<file path="config.mk">
export PLATFORM = sky130hd
export DESIGN_NAME = ovs_monitor
export DESIGN_NICKNAME = d
export VERILOG_FILES = /design/src/rtl/ovs_pkg.sv /design/src/rtl/ovs_clamp.sv /design/src/rtl/ovs_run_det.sv /design/src/rtl/ovs_hold_timer.sv /design/src/rtl/ovs_monitor.sv
export SDC_FILE = /design/constraint.sdc
export NUM_CORES = 1
export LEC_CHECK = 0
export BUFFER_PORTS_ARGS = -buffer_cell sky130_fd_sc_hd__buf_2
export CORE_MARGIN = 2
export CORE_UTILIZATION = 23
export CTS_BUF_LIST = sky130_fd_sc_hd__clkbuf_8
export CTS_CLUSTER_DIAMETER = 40
export DETAILED_ROUTE_END_ITERATION = 8
export GPL_ROUTABILITY_DRIVEN = 0
export REMOVE_ABC_BUFFERS = 1
export SLEW_MARGIN = 15
export SYNTH_ARGS = -nofsm -noshare
export SYNTH_HDL_FRONTEND = slang
export SYNTH_SLANG_ARGS = --single-unit
</file>
<file path="constraint.sdc">
create_clock -name clk -period 1.97 [get_ports clk]
set_clock_uncertainty 0.1 [all_clocks]
set_input_delay 0.197 -clock clk [delete_from_list [all_inputs] [get_ports clk]]
set_output_delay 0.197 -clock clk [all_outputs]
set_load 0.1 [all_outputs]
</file>
<file path="src/rtl/ovs_pkg.sv">
package ovs_pkg;
  typedef enum logic [1:0] {
    RNG_OK   = 2'd0,
    RNG_HIGH = 2'd1,
    RNG_LOW  = 2'd2
  } rng_e;

  localparam int unsigned NUM_CH = 2;
endpackage

</file>
<file path="src/rtl/ovs_clamp.sv">
module ovs_clamp #(
  parameter int unsigned DATA_W = 18
) (
  input  logic               clk,
  input  logic               rst,
  input  logic               pd,
  input  logic               stb,
  input  logic [DATA_W-1:0]  smp,
  input  ovs_pkg::rng_e      rng,
  output logic [DATA_W-1:0]  dout
);
  import ovs_pkg::*;

  localparam logic [DATA_W-1:0] POS_FS = {1'b0, {(DATA_W-1){1'b1}}};
  localparam logic [DATA_W-1:0] NEG_FS = {1'b1, {(DATA_W-1){1'b0}}};

  logic [DATA_W-1:0] sel;

  always_comb begin
    unique case (rng)
      RNG_HIGH: sel = POS_FS;
      RNG_LOW:  sel = NEG_FS;
      default:  sel = smp;
    endcase
  end

  always_ff @(posedge clk) begin
    if (rst || pd)      dout <= '0;
    else if (stb)       dout <= sel;
  end

  a_r5_pos_clamp: assert property (@(posedge clk) disable iff (rst)
    (stb && !pd && rng == RNG_HIGH) |=> (dout == POS_FS));
  a_r6_neg_clamp: assert property (@(posedge clk) disable iff (rst)
    (stb && !pd && rng == RNG_LOW) |=> (dout == NEG_FS));
  a_r7_hold_idle: assert property (@(posedge clk) disable iff (rst)
    (!stb && !pd) |=> $stable(dout));
  a_r4_out_zero: assert property (@(posedge clk) disable iff (rst)
    pd |=> (dout == '0));
endmodule

</file>
<file path="src/rtl/ovs_run_det.sv">
module ovs_run_det #(
  parameter int unsigned RUN_LEN = 2
) (
  input  logic clk,
  input  logic rst,
  input  logic pd,
  input  logic stb,
  input  logic over,
  output logic trig
);
  localparam int unsigned RW = $clog2(RUN_LEN + 1);
  localparam logic [RW-1:0] RUN_SAT = RW'(RUN_LEN - 1);

  logic [RW-1:0] run;

  assign trig = stb && over && (run == RUN_SAT);

  always_ff @(posedge clk) begin
    if (rst || pd)        run <= '0;
    else if (stb) begin
      if (!over)          run <= '0;
      else if (run != RUN_SAT) run <= run + 1'b1;
    end
  end

  a_r1_inrange_breaks: assert property (@(posedge clk) disable iff (rst)
    (stb && !over && !pd) |=> !trig);
  a_r4_pd_breaks: assert property (@(posedge clk) disable iff (rst)
    pd |=> !trig);
endmodule

</file>
<file path="src/rtl/ovs_hold_timer.sv">
module ovs_hold_timer #(
  parameter int unsigned HOLD_FRAMES = 4096
) (
  input  logic clk,
  input  logic rst,
  input  logic pd,
  input  logic stb,
  input  logic trig,
  output logic flag
);
  localparam int unsigned CW = $clog2(HOLD_FRAMES + 1);
  localparam logic [CW-1:0] LOAD = CW'(HOLD_FRAMES);

  logic [CW-1:0] cnt;
  logic [CW-1:0] cnt_nxt;

  always_comb begin
    cnt_nxt = cnt;
    if (stb) begin
      if (trig)           cnt_nxt = LOAD;
      else if (cnt != '0) cnt_nxt = cnt - 1'b1;
    end
  end

  always_ff @(posedge clk) begin
    if (rst || pd) begin
      cnt  <= '0;
      flag <= 1'b0;
    end else begin
      cnt  <= cnt_nxt;
      flag <= (cnt_nxt != '0);
    end
  end

  a_r4_flag_pd: assert property (@(posedge clk) disable iff (rst)
    pd |=> !flag);
  a_r1_trig_raises: assert property (@(posedge clk) disable iff (rst)
    (stb && trig && !pd) |=> flag);
  a_r2_idle_stable: assert property (@(posedge clk) disable iff (rst)
    (!stb && !pd) |=> $stable(flag));
  a_r2_fall_cause: assert property (@(posedge clk) disable iff (rst)
    $fell(flag) |-> $past(stb || pd));
endmodule

</file>
<file path="src/rtl/ovs_monitor.sv">
module ovs_monitor #(
  parameter int unsigned DATA_W      = 18,
  parameter int unsigned HOLD_FRAMES = 4096,
  parameter int unsigned RUN_LEN     = 2
) (
  input  logic              clk,
  input  logic              rst,
  input  logic              pwr_dn,
  input  logic              frame_stb,
  input  logic [DATA_W-1:0] smp_l,
  input  logic [DATA_W-1:0] smp_r,
  input  logic              above_l,
  input  logic              below_l,
  input  logic              above_r,
  input  logic              below_r,
  output logic              flag_l,
  output logic              flag_r,
  output logic [DATA_W-1:0] out_l,
  output logic [DATA_W-1:0] out_r
);
  import ovs_pkg::*;

  logic [DATA_W-1:0] smp_a  [NUM_CH];
  logic [DATA_W-1:0] out_a  [NUM_CH];
  logic              hi_a   [NUM_CH];
  logic              lo_a   [NUM_CH];
  logic              flag_a [NUM_CH];

  assign smp_a[0] = smp_l;
  assign smp_a[1] = smp_r;
  assign hi_a[0]  = above_l;
  assign hi_a[1]  = above_r;
  assign lo_a[0]  = below_l;
  assign lo_a[1]  = below_r;

  for (genvar c = 0; c < NUM_CH; c++) begin : g_ch
    rng_e rng;
    logic trig;

    always_comb begin
      if (hi_a[c])      rng = RNG_HIGH;
      else if (lo_a[c]) rng = RNG_LOW;
      else              rng = RNG_OK;
    end

    ovs_clamp #(.DATA_W(DATA_W)) u_clamp (
      .clk(clk), .rst(rst), .pd(pwr_dn), .stb(frame_stb),
      .smp(smp_a[c]), .rng(rng), .dout(out_a[c])
    );

    ovs_run_det #(.RUN_LEN(RUN_LEN)) u_run (
      .clk(clk), .rst(rst), .pd(pwr_dn), .stb(frame_stb),
      .over(rng != RNG_OK), .trig(trig)
    );

    ovs_hold_timer #(.HOLD_FRAMES(HOLD_FRAMES)) u_hold (
      .clk(clk), .rst(rst), .pd(pwr_dn), .stb(frame_stb),
      .trig(trig), .flag(flag_a[c])
    );
  end

  assign flag_l = flag_a[0];
  assign flag_r = flag_a[1];
  assign out_l  = out_a[0];
  assign out_r  = out_a[1];

  a_r9_reset_flags: assert property (@(posedge clk)
    rst |=> (!flag_l && !flag_r && out_l == '0 && out_r == '0));
endmodule

</file>
==> reports/metrics.cfg <==
[outcome]
status = finished, violations left
violations = negative setup slack

[critical_path]
arrival_ns = 2.14
path_class = reg -> reg
critPathMaxFanout = 5
cp-end-kind = flop
cp.required_ns = 2.10
startpoint_type = flop

[pwr]
leakage_nw = 1.833
p_per_area_nw_per_um2 = 1611
finalPower_mw = 6.947
peakVddDrop_uv = 451.5

[yosys]
syn_area_per_cell_sq_um = 8.171
synth_top_cell_by_area = dfxtp_1
synth_top_area_frac = 0.4229
synth.area.top_cells = dfxtp_1 (42%), nor2_1 (10%), nor2b_1 (7.0%)
synthCells = 394
async_flop_share = 0
ys_seq_elements = 68
synth_ff_type = dfxtp_1
yosys_warnings = 0
synth_edf_count = 0
ys_seq_area_frac = 0.4229
syn_area_sq_um = 3219
synth.distinct_cells = 52

[job]
drv_cap = 0

[route]
dr.pass1.iters = 4
num_vias = 3151
ant_nets = 0
drc = 0
wl_per_cell_um = 12.53
drt_iter0_drc = 180
via_per_inst = 4.634
wl_mm = 8.517

[final_layout]
antenna_cells = 0
drive_above_1_share = 0.3300
nets = 543
syn_to_final_growth_pct = 33.97

[sta]
fmax_ghz = 0.4989
worstMarginPinSlew_ns = 0.9108
hold_slack_ns = 0.1047
fin_crit_sh = 1.017
setup_viol = 1
fin_crit_ns = 2.004
hold_viol = 0
maxSlewViolCount = 0
worst_slack_ns = -0.03434
tns_ns = -0.03434
slew_headroom = 0.3928
rsz0062_at_grt = yes

[clock_network]
clk_latency_ns = 0.35
clock-sinks = 68
clockBufferDepth = 2
cts_hold_buf = 0
clk_pin_slew_worst_paths_ns = 0.07
cts_buffers = 9
clock-root-buffer = clkbuf_8
cts_tree = yes
htreeDepth = 3

[placement]
dp_hpwl_mm = 5.992
numPortBuffers = 81

[floorplan]
start_util = 0.2337
placementRows = 43
chipHeight_um = 122.3
die_area_sq_um = 14960
die_x_um = 122.3
ios = 82
core-area_sq_um = 13770

[global_routing]
grt_pass1_wl_mm = 13.83
first_global_vias = 2952
antenna_found_initial = 0
grt_max_degree = 45
overflow = 0
grt_use_total = 0.1148

[worst_hold_path]
hold_path.class = in -> reg

[state kept, by name, indices dropped and copies added (netlist names)]
name	flops
g_ch.u_clamp.dout	36
g_ch.u_hold.cnt	26
g_ch.u_run.run	4
g_ch.u_hold.flag	2
[layout by cell type (no fill, tap or decap), types with 6 or more instances in the layout]
master / n
inv_1: 7
o22ai_1: 34
nor3_1: 8
xnor2_1: 10
o21ai_0: 10
nor2_1: 85
nand2_1: 20
buf_4: 33
mux2i_1: 6
a21oi_1: 10
nor2b_1: 36
dfxtp_1: 66
clkbuf_8: 12
buf_2: 81
[repair_timing]
action,4_1_cts,5_1_grt
resized for setup,5,21
cloned,0,0
setup buffers,1,2
endpoints found under the setup margin,2,8
pin swaps,3,7
[area by class of cell]
cell class / count / area, sq um
inverter: 9 / 33.78
fill: 1481 / 9460
multi-input combinational: 292 / 1828
sequential: 68 / 1364
tap: 180 / 225.2
timing repair buffer: 115 / 673.1
clock inverter: 4 / 23.77
clock buffer: 12 / 165.2
[logic make-up after synthesis]
family                     share of synthesized area
and+or+nand+nor                               0.3035
AOI/OAI and AO/OA                             0.1535
DFF                                           0.4229
buffers and inverters                        0.04430
xor gates and xnor gates                     0.03809
muxes                                        0.02215
adders and majority gates                    0.01555
[synth_stat cells (4+ instances only)]
cell	instances
mux2i_1	6
nand4_1	4
clkbuf_1	14
nor3_1	8
xnor2_1	11
nor2_1	86
nor4_1	5
inv_1	9
a21oi_1	10
nand2_1	23
dfxtp_1	68
o21ai_0	10
or2_2	4
nor2b_1	36
buf_1	6
o22ai_1	34
ha_1	4
[power by group]
part,internal [mW],switching [mW],leakage [nW]
clock,0.554,0.534,0.0958
combinational,1.91,2.20,1.18
sequential,1.57,0.178,0.555
total,4.04,2.91,1.83
[final timing paths]
kind / from / end / slack [ns] / cells after the start
worst max register to register: g_ch[1].u_hold.cnt[1]$_SDFF_PP0_ / g_ch[1].u_hold.flag$_SDFF_PP0_ / -0.03 / 8
worst min register to register: g_ch[1].u_run.run[1]$_SDFFE_PP0P_ / g_ch[1].u_run.run[1]$_SDFFE_PP0P_ / 0.40 / 2
worst min-delay path: rst / g_ch[1].u_hold.flag$_SDFF_PP0_ / 0.10 / 3
worst max-delay path: g_ch[1].u_hold.cnt[1]$_SDFF_PP0_ / g_ch[1].u_hold.flag$_SDFF_PP0_ / -0.03 / 8
[critical path, stage by stage, from the launching register on]
cell     delay (ns)
dfxtp_1        0.35
inv_2          0.06
ha_4           0.17
nor4b_2        0.15
nand4_1        0.21
o21ai_0        0.18
a22oi_2        0.18
o21ai_0        0.12
o41a_1         0.38
[metrics by stage]
| stage | utilization | setup slack (ns) | cells | area [sq um] |
|---|---|---|---|---|
| final | 0.3131 | -0.03434 | 680 | 4313 |
| after global routing | 0.3131 | -0.1195 | 680 | 4313 |
| after CTS | 0.3055 | 0.006811 | 678 | 4208 |
| after detailed placement | 0.2894 | -0.09461 | 661 | 3986 |
| after global placement | 0.2894 | 0.01002 | 661 | 3986 |
| after floorplan | - | -0.03262 | 369 | 3110 |
[per-layer routing]
layer / track usage / up-vias / share of wire
met4: 0.05460 / 0 / 0.017
met1: 0.1491 / 1480 / 0.46
met5: 0 / - / 0
met2: 0.1823 / 82 / 0.48
li1: - / 1575 / -
met3: 0.02277 / 14 / 0.045
Note: power is estimated with default switching activity, not from simulation.
